--- src/rtl/frame_detranspose.sv ---
module frame_detranspose #(
  parameter int SLOTS  = 32,
  parameter int BITS   = 8,
  parameter int ACTIVE = 16
) (
  input  logic clk,
  input  logic rst_n,
  input  logic fsync_n,
  input  logic sdi,
  output logic sdo,
  output logic frame_valid
);
  localparam int FRAME  = SLOTS * BITS;
  localparam int HALVES = 2 * FRAME;
  localparam int HW     = $clog2(HALVES);
  localparam int IW     = $clog2(FRAME);

  logic [HW-1:0]    hcnt;
  logic [FRAME-1:0] store;
  logic [FRAME-1:0] ship;
  logic [IW-1:0]    nxt;
  logic [IW-1:0]    src;
  logic             pick;
  int               nslot;
  int               nbit;

  wire          strobe = hcnt[0];
  wire [IW-1:0] idx    = hcnt[HW-1:1];
  wire          done   = strobe && (idx == IW'(FRAME - 1));

  always_comb begin
    nxt   = done ? '0 : idx + IW'(1);
    nslot = int'(nxt) / BITS;
    nbit  = int'(nxt) % BITS;
    src   = IW'(nbit * SLOTS + nslot);
    pick  = 1'b0;
    if (nslot < ACTIVE)
      pick = done ? store[src] : ship[src];
  end

  always_ff @(posedge clk or negedge rst_n) begin
    if (!rst_n) begin
      hcnt        <= '0;
      store       <= '0;
      ship        <= '0;
      sdo         <= 1'b0;
      frame_valid <= 1'b0;
    end else begin
      hcnt <= (!fsync_n || hcnt == HW'(HALVES - 1)) ? '0 : hcnt + HW'(1);
      if (strobe) begin
        store[idx] <= sdi;
        sdo        <= pick;
      end
      if (done) begin
        ship        <= {sdi, store[FRAME-2:0]};
        frame_valid <= 1'b1;
      end
    end
  end
endmodule

--- config.mk ---
export PLATFORM = sky130hd
export DESIGN_NAME = frame_detranspose
export DESIGN_NICKNAME = d
export VERILOG_FILES = /design/src/rtl/frame_detranspose.sv
export SDC_FILE = /design/constraint.sdc
export NUM_CORES = 1
export LEC_CHECK = 0
export BUFFER_PORTS_ARGS = -buffer_cell sky130_fd_sc_hd__buf_2
export CAP_MARGIN = 10
export CORE_ASPECT_RATIO = 1.25
export CORE_MARGIN = 2
export CORE_UTILIZATION = 30
export CTS_CLUSTER_SIZE = 24
export DETAILED_ROUTE_END_ITERATION = 8
export SLEW_MARGIN = 20
export SYNTH_ARGS = -nofsm -noshare
export SYNTH_HDL_FRONTEND = slang
export SYNTH_SLANG_ARGS = --single-unit
--- constraint.sdc ---
create_clock -name clk -period 2.83 [get_ports clk]
set_input_delay 0.566 -clock clk [delete_from_list [all_inputs] [get_ports clk]]
set_output_delay 0.566 -clock clk [all_outputs]
set_load 0.005 [all_outputs]
==> out/results.tsv <==
stage	metric	value	unit
layout	diodes	0	
place	numPortBuffers	5	
power_and_ir_drop	peakVddDrop	348	uV
status	outcome	complete, but fails checks	
detailed_routing	dr.first_iter.drc_count	1629	
critical_path	r2r.worst_path.cells	14	
global_routing	grt_pass1_vias	18000	
critical_path	required	3.31	ns
logic_synthesis	synth-simple-area-share	14.2	%
job	maxCapViolations	0	
logic_synthesis	synth-compound-area-share	7.18	%
critical_path	r2r_slack	-0.11	ns
timing	relSlewSlack	30.4	%
logic_synthesis	async_reset_ff_share	100	%
place	gp_congestion	0.957	
logic_synthesis	yosysSeqAreaShare	56.3	%
logic_synthesis	synth_top_family_by_area	multiplexers	
critical_path	arrival	3.42	ns
logic_synthesis	synth_area_leaders	dfrtp_1, mux2_2, nand3_1	
floorplan	io_pins	6	
critical_path	worstReg2RegStart	hcnt[1]	
place	placed_cells	3147	
critical_path	critical_path_class	reg2reg	
detailed_routing	wirelength	75600	um
logic_synthesis	ys_ff_latch	522	
layout	synthToLayoutAreaGrowth	18.0	%
min_path	hp-class	in2async	
logic_synthesis	avgSynthCellArea	11.0	um^2
timing	max_freq	340	MHz
clock_tree	root_buffer	clkbuf_16	
timing	slew_violations	0	
logic_synthesis	synth_mux_area_share	18.5	%
layout	instances_no_fill	3244	
critical_path	cp-end-kind	register	
timing	setup_viol	1	
clock_tree	path_clk_slew	0.07	ns
clock_tree	cts_tree	done	
logic_synthesis	yosysTopAreaCellShare	56.3	%
global_routing	track_usage	19.1	%
layout	fin_nets	2228	
detailed_routing	drc	0	
status	violations	negative setup slack	
place	hpwl	49600	um
timing	hold_violations	0	
floorplan	die_x	253	um
floorplan	core-area	77000	um^2
logic_synthesis	syn_area	23200	um^2
clock_tree	ctsLongestPathBuffers	3	
detailed_routing	vias_per_cell	5.41	
timing	rsz0062_at_grt	true	
detailed_routing	wl_per_cell	23.3	um
critical_path	reg2reg_to	sdo	
global_routing	grt_max_degree	90	
logic_synthesis	synth_nets	2128	
detailed_routing	firstDrtPassIters	5	
layout	drive_above_1_share	27.2	%
clock_tree	worstSkewPairLatency	0.62	ns
global_routing	grt_pass1_wl	115000	um
detailed_routing	ant_nets	0	
critical_path	startpoint_type	register	
logic_synthesis	ys_types	56	
logic_synthesis	ys.warnings.count	0	
floorplan	rows	114	
timing	period_share	104	%
floorplan	start_util	30.1	%
floorplan	dieArea	79700	um^2
logic_synthesis	netlist_instances	2118	
logic_synthesis	synth-xor-area-share	0.528	%
clock_tree	numCtsBuffers	50	
timing	hold_slack	0.436	ns
floorplan	die_y	315	um
timing	fin_crit	2.94	ns
logic_synthesis	synth_edf_count	0	
timing	worstMarginPinSlew	1.04	ns
timing	worst_slack	-0.111	ns
clock_tree	numClockSinks	522	
critical_path	path_max_fanout	8	
global_routing	globalRouteOverflowTotal	0	
clock_tree	htreeDepth	2	
global_routing	antenna_found_initial	1	
logic_synthesis	synth_largest_area_cell	dfrtp_1	
power_and_ir_drop	p_leak	10.8	nW
logic_synthesis	ys_dominant_reg_cell	dfrtp_1	
logic_synthesis	synth_fa_ha_area_share	0.323	%
timing	finClkSkew	0.0348	ns
detailed_routing	vias	17600	
power_and_ir_drop	power.density	543	nW/um^2
cell usage after synthesis, types with 4 or more instances:
cell / instances
a32oi_1: 8
nand3_1: 280
nand2b_1: 9
clkbuf_1: 127
nor2b_1: 7
a211oi_1: 5
nor3_1: 11
mux2_2: 271
buf_1: 9
mux2i_1: 73
nor2_1: 39
dfrtp_1: 522
o21ai_0: 247
xnor2_1: 6
nand2_1: 365
a21oi_1: 7
buf_2: 20
ha_1: 6
and2_1: 10
and3_1: 7
a31oi_1: 6
inv_1: 5
mux4_2: 23
a22oi_1: 4
o211ai_1: 5
buf_4: 4
routing by layer:
layer	vias to the layer above	GRT usage, %	wire length, um
met5	-	0	0
met4	0	10.8	4740
met3	207	3.29	4760
met2	683	31.0	35600
met1	9064	24.1	30500
li1	7604	-	-
layout make-up:
type / count / area, um^2
Fill cell: 7556 / 49600
Sequential cell: 522 / 13100
Clock buffer: 65 / 1380
Multi-Input combinational cell: 1429 / 9570
Inverter: 5 / 18.8
Clock inverter: 27 / 264
Tap cell: 986 / 1230
Timing Repair Buffer: 210 / 1870
sequential cells by signal, summed over array words and instances (netlist names):
name / flops
hcnt: 9
sdo: 1
ship: 256
store: 255
frame_valid: 1
cells in the final DEF (no fill, tap or decap), types with 3 or more instances in the layout:
| cell | netlist | routed |
|---|---|---|
| clkbuf_16 | 0 | 50 |
| a22oi_1 | 4 | 4 |
| a211oi_1 | 5 | 5 |
| clkbuf_1 | 127 | 8 |
| clkinv_2 | 0 | 17 |
| a31oi_1 | 6 | 6 |
| bufinv_16 | 0 | 4 |
| buf_8 | 0 | 3 |
| nand2_1 | 365 | 364 |
| xnor2_1 | 6 | 6 |
| o211ai_1 | 5 | 5 |
| and2_1 | 10 | 10 |
| dfrtp_1 | 522 | 521 |
| a32oi_1 | 8 | 8 |
| mux4_2 | 23 | 23 |
| nor3_2 | 0 | 4 |
| buf_2 | 20 | 3 |
| inv_6 | 0 | 3 |
| a221o_1 | 3 | 3 |
| o21ai_0 | 247 | 247 |
| nand2b_1 | 9 | 9 |
| ha_1 | 6 | 5 |
| mux2i_2 | 0 | 5 |
| or2_2 | 3 | 3 |
| mux2_2 | 271 | 271 |
| and3_1 | 7 | 7 |
| clkbuf_8 | 0 | 7 |
| buf_12 | 1 | 20 |
| nor2b_1 | 7 | 7 |
| buf_4 | 4 | 177 |
| nor2_1 | 39 | 39 |
| mux2i_1 | 73 | 68 |
| buf_6 | 1 | 6 |
| nor3_1 | 11 | 7 |
| nand3_1 | 280 | 280 |
| a21oi_1 | 7 | 7 |
| inv_1 | 5 | 5 |
how the worst max path moves through the flow:
stage | from | end | slack, ns | cells past startpoint
2_1_floorplan | hcnt[1] | sdo | 0.001 | 12
3_3_place_gp | hcnt[1] | sdo | -0.18 | 13
3_5_place_dp | hcnt[1] | sdo | -0.18 | 13
4_1_cts | hcnt[1] | sdo | -0.09 | 11
5_1_grt | hcnt[1] | sdo | -0.23 | 14
6_report | hcnt[1] | sdo | -0.11 | 14
worst max-delay path: stages (launching register included):
cell,delay [ns]
dfrtp_1,0.40
ha_4,0.19
nand2_2,0.07
nor4_4,0.25
buf_4,0.18
nor2_4,0.06
buf_12,0.15
buf_12,0.14
mux4_2,0.48
a21oi_1,0.22
o211ai_1,0.15
buf_4,0.16
a41o_1,0.21
o211ai_2,0.08
o21ai_2,0.07
power by group:
group	internal [mW]	switching, mW	leakage, nW
clock	3.82	2.98	0.824
sequential	7.52	0.0415	6.02
combinational	0.135	0.377	3.94
cell families (layout without fill, tap and decap cells):
kind of cell,Yosys count,count (layout)
compound gates,302,302
xor+xnor,11,11
fa+ha+maj,6,6
buf+inv,167,307
flops,522,522
mux,367,367
simple gates,743,743
timing repair:
| action | 4_1_cts | 5_1_grt |
|---|---|---|
| hold endpoints to repair | 22 | 0 |
| pin swaps | 2 | 5 |
| gates cloned | 0 | 0 |
| resized for setup | 8 | 11 |
| buffers inserted | 3 | 1 |
| hold buffers | 1 | 0 |
| endpoints found under the setup margin | 45 | 114 |
metrics by stage:
| stage | power (mW) | area, um^2 | utilization (%) | worst slack (ns) | setup TNS [ns] |
|---|---|---|---|---|---|
| after CTS | 15.0 | 27300 | 35.5 | -0.0865 | -1.62 |
| final | 14.9 | 27400 | 35.6 | -0.111 | -0.111 |
| after floorplan | 7.88 | 23200 | - | 0.00103 | 0 |
| after detailed placement | 8.21 | 25600 | 33.3 | -0.176 | -1.74 |
| after global placement | 8.20 | 25600 | 33.3 | -0.182 | -1.51 |
| after global routing | 15.3 | 27400 | 35.6 | -0.230 | -0.238 |
Power figures use the tool's default switching activity.
